--- config.mk ---
export PLATFORM = sky130hd
export DESIGN_NAME = rtc_regfront
export DESIGN_NICKNAME = d
export VERILOG_FILES = /design/src/rtl/rtc_front_pkg.sv /design/src/rtl/rtc_ptr.sv /design/src/rtl/rtc_snap.sv /design/src/rtl/rtc_wstage.sv /design/src/rtl/rtc_regfront.sv
export SDC_FILE = /design/constraint.sdc
export NUM_CORES = 1
export LEC_CHECK = 0
export BUFFER_PORTS_ARGS = -buffer_cell sky130_fd_sc_hd__buf_2
export CAP_MARGIN = 15
export CORE_MARGIN = 3
export CORE_UTILIZATION = 25
export CTS_CLUSTER_DIAMETER = 30
export DETAILED_ROUTE_END_ITERATION = 7
export SLEW_MARGIN = 20
export SYNTH_ARGS = -nofsm -noshare
export SYNTH_HDL_FRONTEND = slang
export SYNTH_SLANG_ARGS = --single-unit
export TNS_END_PERCENT = 100
--- constraint.sdc ---
create_clock -name clk -period 9.1 [get_ports clk]
set_input_delay 0.455 -clock clk [delete_from_list [all_inputs] [get_ports clk]]
set_output_delay 0.455 -clock clk [all_outputs]
set_load 0.02 [all_outputs]
--- src/rtl/rtc_front_pkg.sv ---
package rtc_front_pkg;
  localparam int RTC_DW     = 8;   // register byte width
  localparam int RTC_N_TIME = 7;   // timekeeping bytes 0..N_TIME-1
  localparam int RTC_N_REGS = 10;  // total register count
  localparam int RTC_AW     = 8;   // width of the host address byte
endpackage

--- src/rtl/rtc_ptr.sv ---
module rtc_ptr #(
  parameter int N_TIME = rtc_front_pkg::RTC_N_TIME,
  parameter int N_REGS = rtc_front_pkg::RTC_N_REGS,
  parameter int AW     = rtc_front_pkg::RTC_AW,
  parameter int PW     = $clog2(N_REGS)
) (
  input  logic          clk,
  input  logic          rst_n,
  input  logic          load,
  input  logic [AW-1:0] load_val,
  input  logic          adv,
  output logic [PW-1:0] ptr,
  output logic          wrap_now
);
  localparam logic [PW-1:0] END_T = PW'(N_TIME);      // control address
  localparam logic [PW-1:0] LAST  = PW'(N_REGS - 1);  // last aux address

  logic          at_end;
  logic          step;
  logic [PW-1:0] ptr_nxt;

  assign at_end   = (ptr == END_T) || (ptr == LAST);
  assign step     = adv && !load;
  assign wrap_now = step && at_end;

  always_comb begin
    ptr_nxt = ptr;
    if (load) begin
      if (load_val > AW'(N_REGS - 1)) ptr_nxt = '0;
      else                            ptr_nxt = load_val[PW-1:0];
    end else if (adv) begin
      if (at_end) ptr_nxt = '0;
      else        ptr_nxt = ptr + 1'b1;
    end
  end

  always_ff @(posedge clk) begin
    if (!rst_n) ptr <= '0;
    else        ptr <= ptr_nxt;
  end

  a_r2_step: assert property (@(posedge clk) disable iff (!rst_n)
    (adv && !load && ptr != END_T && ptr != LAST) |=> ptr == PW'($past(ptr) + 1'b1));
  a_r2_hold: assert property (@(posedge clk) disable iff (!rst_n)
    (!adv && !load) |=> $stable(ptr));
  a_r3_time_wrap: assert property (@(posedge clk) disable iff (!rst_n)
    (adv && !load && ptr == END_T) |=> ptr == '0);
  a_r4_aux_wrap: assert property (@(posedge clk) disable iff (!rst_n)
    (adv && !load && ptr == LAST) |=> ptr == '0);
  a_r5_load: assert property (@(posedge clk) disable iff (!rst_n)
    (load && load_val <= AW'(N_REGS - 1)) |=> ptr == $past(load_val[PW-1:0]));
  a_r5_clamp: assert property (@(posedge clk) disable iff (!rst_n)
    (load && load_val > AW'(N_REGS - 1)) |=> ptr == '0);
endmodule

--- src/rtl/rtc_snap.sv ---
module rtc_snap #(
  parameter int N_TIME = rtc_front_pkg::RTC_N_TIME,
  parameter int DW     = rtc_front_pkg::RTC_DW,
  localparam int SW    = N_TIME * DW
) (
  input  logic          clk,
  input  logic          rst_n,
  input  logic          capture,
  input  logic [SW-1:0] live_time,
  output logic [SW-1:0] snap
);
  for (genvar i = 0; i < N_TIME; i++) begin : g_byte
    always_ff @(posedge clk) begin
      if (!rst_n || capture) snap[i*DW +: DW] <= live_time[i*DW +: DW];
    end
  end

  a_r6_capture: assert property (@(posedge clk) disable iff (!rst_n)
    capture |=> snap == $past(live_time));
  a_r6_hold: assert property (@(posedge clk) disable iff (!rst_n)
    !capture |=> $stable(snap));
endmodule

--- src/rtl/rtc_wstage.sv ---
module rtc_wstage #(
  parameter int DW = rtc_front_pkg::RTC_DW,
  parameter int PW = 4
) (
  input  logic          clk,
  input  logic          rst_n,
  input  logic          wr_byte,
  input  logic [DW-1:0] wr_data,
  input  logic          wr_ack,
  input  logic [PW-1:0] ptr,
  output logic          commit_valid,
  output logic [PW-1:0] commit_addr,
  output logic [DW-1:0] commit_data,
  output logic          div_rst
);
  logic [DW-1:0] stage;
  logic [DW-1:0] stage_eff;

  assign stage_eff = wr_byte ? wr_data : stage;

  always_ff @(posedge clk) begin
    if (!rst_n) begin
      stage        <= '0;
      commit_valid <= 1'b0;
      commit_addr  <= '0;
      commit_data  <= '0;
      div_rst      <= 1'b0;
    end else begin
      if (wr_byte) stage <= wr_data;
      commit_valid <= wr_ack;
      div_rst      <= wr_ack && (ptr == '0);
      if (wr_ack) begin
        commit_addr <= ptr;
        commit_data <= stage_eff;
      end
    end
  end

  a_r9_div_only_secs: assert property (@(posedge clk) disable iff (!rst_n)
    div_rst |-> (commit_valid && commit_addr == '0));
endmodule

--- src/rtl/rtc_regfront.sv ---
module rtc_regfront #(
  parameter int DW     = rtc_front_pkg::RTC_DW,
  parameter int N_TIME = rtc_front_pkg::RTC_N_TIME,
  parameter int N_REGS = rtc_front_pkg::RTC_N_REGS,
  parameter int AW     = rtc_front_pkg::RTC_AW,
  localparam int PW    = $clog2(N_REGS),
  localparam int LW    = N_REGS * DW
) (
  input  logic          clk,
  input  logic          rst_n,
  input  logic          ev_start,
  input  logic          ev_stop,
  input  logic          ptr_load,
  input  logic [AW-1:0] ptr_load_val,
  input  logic          rd_done,
  input  logic          wr_byte,
  input  logic [DW-1:0] wr_data,
  input  logic          wr_ack,
  input  logic [LW-1:0] live_regs,
  output logic [DW-1:0] rd_data,
  output logic          commit_valid,
  output logic [PW-1:0] commit_addr,
  output logic [DW-1:0] commit_data,
  output logic          div_rst
);
  logic [PW-1:0]          ptr;
  logic                   wrap_now;
  logic                   capture;
  logic [N_TIME*DW-1:0]   snap;
  logic [DW-1:0]          view_b [N_REGS];

  rtc_ptr #(.N_TIME(N_TIME), .N_REGS(N_REGS), .AW(AW), .PW(PW)) u_ptr (
    .clk      (clk),
    .rst_n    (rst_n),
    .load     (ptr_load),
    .load_val (ptr_load_val),
    .adv      (rd_done || wr_ack),
    .ptr      (ptr),
    .wrap_now (wrap_now)
  );

  assign capture = ev_start || ev_stop || wrap_now;

  rtc_snap #(.N_TIME(N_TIME), .DW(DW)) u_snap (
    .clk       (clk),
    .rst_n     (rst_n),
    .capture   (capture),
    .live_time (live_regs[N_TIME*DW-1:0]),
    .snap      (snap)
  );

  rtc_wstage #(.DW(DW), .PW(PW)) u_wstage (
    .clk          (clk),
    .rst_n        (rst_n),
    .wr_byte      (wr_byte),
    .wr_data      (wr_data),
    .wr_ack       (wr_ack),
    .ptr          (ptr),
    .commit_valid (commit_valid),
    .commit_addr  (commit_addr),
    .commit_data  (commit_data),
    .div_rst      (div_rst)
  );

  // Read view: snapshot for timekeeping bytes, live for control and aux
  for (genvar i = 0; i < N_REGS; i++) begin : g_view
    if (i < N_TIME) begin : g_snap
      assign view_b[i] = snap[i*DW +: DW];
    end else begin : g_live
      assign view_b[i] = live_regs[i*DW +: DW];
    end
  end

  assign rd_data = view_b[ptr];

  a_r8_commit: assert property (@(posedge clk) disable iff (!rst_n)
    wr_ack |=> (commit_valid && commit_addr == $past(ptr)));
  a_r8_pulse: assert property (@(posedge clk) disable iff (!rst_n)
    !wr_ack |=> !commit_valid);
  a_r9_div_secs: assert property (@(posedge clk) disable iff (!rst_n)
    (wr_ack && ptr == '0) |=> div_rst);
  a_r7_range: assert property (@(posedge clk) disable iff (!rst_n)
    ptr <= PW'(N_REGS - 1));
endmodule

==> results of run 1 <==
## synthesized netlist by cell type, types with 3 or more instances
master / number
nand4_1: 4
a221o_1: 7
nand3b_1: 3
clkbuf_1: 7
mux2_2: 8
nor2_1: 21
inv_1: 4
ha_1: 3
mux4_2: 6
nand2_1: 4
buf_2: 6
mux2i_1: 28
edfxtp_1: 56
a211oi_1: 8
dfxtp_1: 26
o22ai_1: 8
## power by group through the flow
stage | registers [mW] | logic [mW] | clock network (mW)
after floorplan | 0.439 | 0.0471 | 0
after global placement | 0.437 | 0.0856 | 0
after detailed placement | 0.438 | 0.0865 | 0
after CTS | 0.430 | 0.0868 | 0.405
after global routing | 0.432 | 0.0934 | 0.418
final | 0.430 | 0.0851 | 0.392
## kinds of logic (layout without fill, tap and decap cells)
group,count (synthesis),after routing
DFF,82,82
xor gates and xnor gates,1,1
muxes,44,44
buffers and inverters,20,147
and+or+nand+nor,47,47
adders and majority gates,3,3
AOI/OAI and AO/OA,34,34
## path summary, 6_finish.rpt
kind / cells after the start / endpoint
min reg2reg: 2 / u_wstage.commit_data[0]$_SDFFE_PN0P_
min: 1 / u_snap.snap[34]$_DFFE_PP_
max reg2reg: 6 / u_snap.snap[24]$_DFFE_PP_
max: 6 / u_snap.snap[24]$_DFFE_PP_
## worst max-delay path: cells and delay by family, from the launching register on
kind	cells	cell delay (ns)
adders and majority gates	1	0.22
buffers and inverters	2	0.52
DFF	1	0.84
and+or+nand+nor	2	0.72
AOI/OAI and AO/OA	1	0.10
## through the flow
step,total power [mW],cell area [um2],hold WS (ns)
after floorplan,0.486,3420,0.456
after global placement,0.523,4200,0.469
after detailed placement,0.525,4200,0.476
after CTS,0.922,4520,0.273
after global routing,0.944,4520,0.271
final,0.907,4520,0.290
## state kept, by name (all words and copies together), names as in the netlist
signal,cells
u_ptr.ptr,4
u_snap.snap,56
u_wstage.commit_addr,4
u_wstage.commit_data,8
u_wstage.commit_valid,1
u_wstage.div_rst,1
u_wstage.stage,8
## placed cells by master (no fill, tap or decap), types with 2 or more instances in the layout
cell type and count:
mux2_2 8, o21ai_0 2, mux2i_1 28, nor4_1 2, a31oi_1 2, a221o_1 7
nand3b_1 3, nand2_1 4, a211oi_1 8, nand4b_1 2, nor2_1 21, bufinv_16 2
clkbuf_16 9, mux4_1 2, nand3_1 2, mux4_2 6, dfxtp_1 25, nand4_1 4
edfxtp_1 56, ha_1 3, inv_6 2, buf_4 2, o22ai_1 8, a21oi_1 2
inv_1 4, buf_2 125, clkinv_4 2
## per-layer routing
metal	share of wire, %	global-route usage, %	vias to the layer above
li1	-	-	1151
met1	43	14.1	1093
met2	47	17.5	100
met3	8.5	3.84	12
met4	1.2	3.94	2
met5	0.084	0	-
## final cells by class
| cell class | instances | area (um2) |
|---|---|---|
| sequential | 82 | 2200 |
| clock buffer | 9 | 225 |
| fill | 1337 | 8770 |
| tap | 176 | 220 |
| clock inverter | 7 | 98.8 |
| inverter | 4 | 15.0 |
| multi-input combinational | 129 | 1120 |
| timing repair buffer | 127 | 641 |
==> impl_metrics.toml, run 1 <==
[status]
status = "finished, final reports clean"

[pwr]
sequentialPowerShare_pct = 47.4
total_switching_power_mw = 0.199
powerDensity_nw_per_um2 = 201
reported_leakage_power_nw = 1.83
p_int_mw = 0.707
pwr-share-comb_pct = 9.4
power.share.switching_pct = 22.0
clock_power_share_pct = 43.2
worst_ir_drop_vdd_mv = 0.106

[logic_synthesis]
synthTopCellsByArea = "edfxtp_1 (49%), dfxtp_1 (15%), mux2i_1 (8.2%), mux4_2 (3.9%), mux2_2 (2.6%)"
synthesis.nets = 338
yosys_warnings = 0
synth_cells = 231
synth-main-ff-cell = "edfxtp_1"
post-synth-top-area-fraction_pct = 49.1
synth-xor-area-share_pct = 0.256
synth_top_cell_by_area = "edfxtp_1"
seq_area_frac_synth_pct = 64.3
synth_enable_flop_cells = 56
post_synth_and_or_nand_nor_area_fraction_pct = 7.49
ys_seq_elements = 82
synth_async_sr_flop_share_pct = 0
synth.avg_cell_area_um2 = 14.8
mappedNetlistArea_um2 = 3420
synth_cell_type_count = 41
synthMuxAreaShare_pct = 16.3
combinational_family_with_the_most_area_after_synthesis = "multiplexers"
post_synth_adder_cell_area_pct = 1.10
synth_compound_area_share_pct = 7.45

[worst_setup_path]
cp-end-kind = "flip-flop"
crit_path_start = "u_ptr.ptr[1]$_SDFFE_PN0P_"
cp_data_required_time_ns = 9.11
cp_slowest_cell = "dfxtp_2"
timing.rr.start = "u_ptr.ptr[1]$_SDFFE_PN0P_"
worstPathCellList = "inv_1, ha_1, nand3b_1, a21oi_1, or4_2, buf_4"
critPathLaunchType = "flip-flop"
setup.reg_to_reg.worst_slack_ns = 6.34
worst-setup-path-type = "reg2reg"
max_stage_delay_ns = 0.84
worst-endpoint-arrival_ns = 2.77
critPathMaxFanout = 56

[sta]
worstMarginPinSlew_ns = 0.974
period_share_pct = 30.4
skew_ns = 0.00913
finalWorstPathRequiredPeriod_ns = 2.76
totalNegativeSetupSlack_ns = 0
max_slew_violations = 0
final_worst_path_setup_slack_ns = 6.34
setup_violations = 0
worst_slew_margin_rel_pct = 34.8
rsz0062_at_grt = "no"
report.final.hold_viol_count = 0
clock.fmax_mhz = 362

[routing]
drtAntennaViolNets = 0
vias_per_cell = 4.42
detailedRoute.firstIterationViolations = 85
totalWireLength_um = 8300
vias = 2358
drt-wirelength-per-cell_um = 15.5
drt_drc_violations_left = 0
number_of_iterations_in_the_first_detailed_routing_pass = 6

[finish]
layout.nets = 460
layout.cells.non_filler = 534
syn2layout_area_growth_pct = 32.0
insertedDiodeCount = 0
drive_gt1_share_pct = 45.3
final_core_util_pct = 34.0

[floorplanning]
die_height_um = 123
initial_util_pct = 25.8
die_w_um = 123
io-pin-count = 126
core_area_um2 = 13300
rows = 42
dieArea_um2 = 15100

[clock_tree]
cts_setup_buffers = 0
ctsRootBufferMaster = "clkbuf_16"
tritoncts = "built"
clkSinkCount = 82
cts-buffers-inserted = 9
htree_num_levels = 3
cts.repair.resized = 0
hold_buffers_post_cts = 0
worst_setup_hold_path_clk_slew_ns = 0.06
insertion_delay_ns = 0.33
clockBufferDepth = 2

[place]
detailed_placement_wirelength_estimate_um = 5830
placed_cells = 518
gp_congestion = 0.788
pre_cts_ws_ns = 6.32
number_of_port_buffers = 125

[hold_path]
hold_path.class = "in2reg"
min_from = "live_regs[34]"

[grt]
via_count_of_the_first_global_routing_pass = 2387
gr-total-overflow = 0
antenna_found_initial = 1
grt_use_total_pct = 11.1
grt_pass1_wl_um = 12300
pin_count_of_the_biggest_net_entering_global_routing = 57

[run]
maxCapViolations = 0
No activity file was read; power rests on OpenSTA's default activity.
==> inputs of run 2 (changes only) <==
- clock period: 9.1 -> 2.85 ns (I/O delays scaled with it)
==> impl_metrics.toml, run 2 (synthesis results as in run 1) <==
[status]
status = "finished, final reports clean"

[clock_tree]
cts-buffers-inserted = 9
hold_buffers_post_cts = 56
htree_num_levels = 3
clkSinkCount = 82
tritoncts = "built"
ctsRootBufferMaster = "clkbuf_16"
insertion_delay_ns = 0.34
cts_setup_buffers = 0
clockBufferDepth = 2
cts.repair.resized = 0
worst_setup_hold_path_clk_slew_ns = 0.06

[sta]
setup_violations = 0
rsz0062_at_grt = "no"
max_slew_violations = 0
period_share_pct = 84.3
hold_ws_ns = 0.0652
finalWorstPathRequiredPeriod_ns = 2.40
worst_slew_margin_rel_pct = 52.4
worstMarginPinSlew_ns = 0.714
report.final.hold_viol_count = 0
clock.fmax_mhz = 416
totalNegativeSetupSlack_ns = 0
skew_ns = 0.00681

[pwr]
reported_leakage_power_nw = 2.07
worst_ir_drop_vdd_mv = 0.361
powerDensity_nw_per_um2 = 552

[place]
detailed_placement_wirelength_estimate_um = 6040
placed_cells = 523
number_of_port_buffers = 125
placement.cell_area_um2 = 4230
gp_congestion = 0.744

[finish]
layout_common_cells = "buf_2 (125), dlygate4sd3_1 (56), edfxtp_1 (56)"
final_core_util_pct = 38.2
insertedDiodeCount = 0
mostFrequentLayoutCell = "buf_2"
syn2layout_area_growth_pct = 48.2
final.fill_count = 1253
design_area_um2 = 5080
largest_register_ff_count = 56
layout.nets = 521
layout.cells.non_filler = 595
top_register = "u_snap.snap"
drive_gt1_share_pct = 39.9
reg.largest.list = "u_snap.snap: 56 flops, u_wstage.commit_data: 8 flops, u_wstage.stage: 8 flops"

[grt]
antenna_found_initial = 0
grt_use_total_pct = 12.3
grt_pass1_wl_um = 13900
via_count_of_the_first_global_routing_pass = 2680
pin_count_of_the_biggest_net_entering_global_routing = 57
gr-total-overflow = 0

[floorplanning]
core_area_um2 = 13300
dieArea_um2 = 15100
die_height_um = 123
io-pin-count = 126
rows = 42
die_w_um = 123
initial_util_pct = 25.8

[worst_setup_path]
cp-end-kind = "flip-flop"
worst-setup-path-type = "reg2reg"
cp_data_required_time_ns = 2.86
critPathMaxFanout = 56
critPathLaunchType = "flip-flop"
worst-endpoint-arrival_ns = 2.41

[routing]
drt-wirelength-per-cell_um = 15.0
totalWireLength_um = 8950
drt_drc_violations_left = 0
number_of_iterations_in_the_first_detailed_routing_pass = 4
detailedRoute.firstIterationViolations = 121
vias = 2622
vias_per_cell = 4.41
drtAntennaViolNets = 0

[run]
maxCapViolations = 0

[hold_path]
hold_path.class = "in2reg"
[run 2: cell types whose count changed in the layout (fill, tap and decap cells not counted), sizes merged]
cell         previous run  this run
clkinvlp                0         2
buf                   127       132
dlygate4sd3             0        56
bufinv                  2         0
clkbuf                  9        10
inv                     6         5
[run 2: report_power, final]
part | internal (mW) | switching (mW)
clock | 0.601 | 0.492
combinational | 0.189 | 0.151
sequential | 1.35 | 0.0231
total | 2.14 | 0.666
[run 2: final timing paths]
check / startpoint / endpoint / slack [ns] / depth (start not counted)
hold reg to reg: u_wstage.commit_data[0]$_SDFFE_PN0P_ / u_wstage.commit_data[0]$_SDFFE_PN0P_ / 0.48 / 2
setup / recovery: u_ptr.ptr[1]$_SDFFE_PN0P_ / u_snap.snap[38]$_DFFE_PP_ / 0.45 / 6
setup reg to reg: u_ptr.ptr[1]$_SDFFE_PN0P_ / u_snap.snap[38]$_DFFE_PP_ / 0.45 / 6
hold / removal: wr_data[5] / u_wstage.stage[5]$_SDFF_PN0_ / 0.07 / 3
[run 2: final cells by class]
cell class	count	area (um2)	share of cell area, %
Clock inverter	6	52.6	1.04
Inverter	4	15.0	0.296
Multi-Input combinational cell	129	1120	22.0
Tap cell	176	220	4.34
Sequential cell	82	2200	43.4
Timing Repair Buffer	188	1240	24.4
Clock buffer	10	229	4.51
[run 2: stage by stage]
| step | setup WS, ns | power [mW] |
|---|---|---|
| floorplan | 0.207 | 1.55 |
| global route | 0.306 | 2.92 |
| global placement | 0.493 | 1.67 |
| finish | 0.446 | 2.80 |
| CTS | 0.422 | 2.84 |
| detailed placement | 0.434 | 1.68 |
[run 2: layer usage]
metal | track usage, % | routed length [um]
met1 | 15.8 | 3900
met5 | 0 | 0
met3 | 3.98 | 687
met4 | 3.94 | 129
met2 | 19.7 | 4230
[run 2: critical path, stage by stage (launching register included)]
cell and delay [ns]:
dfxtp_2 0.56, inv_1 0.14, ha_1 0.20, nand3b_1 0.15, a21oi_1 0.08, or4_2 0.54, buf_4 0.35
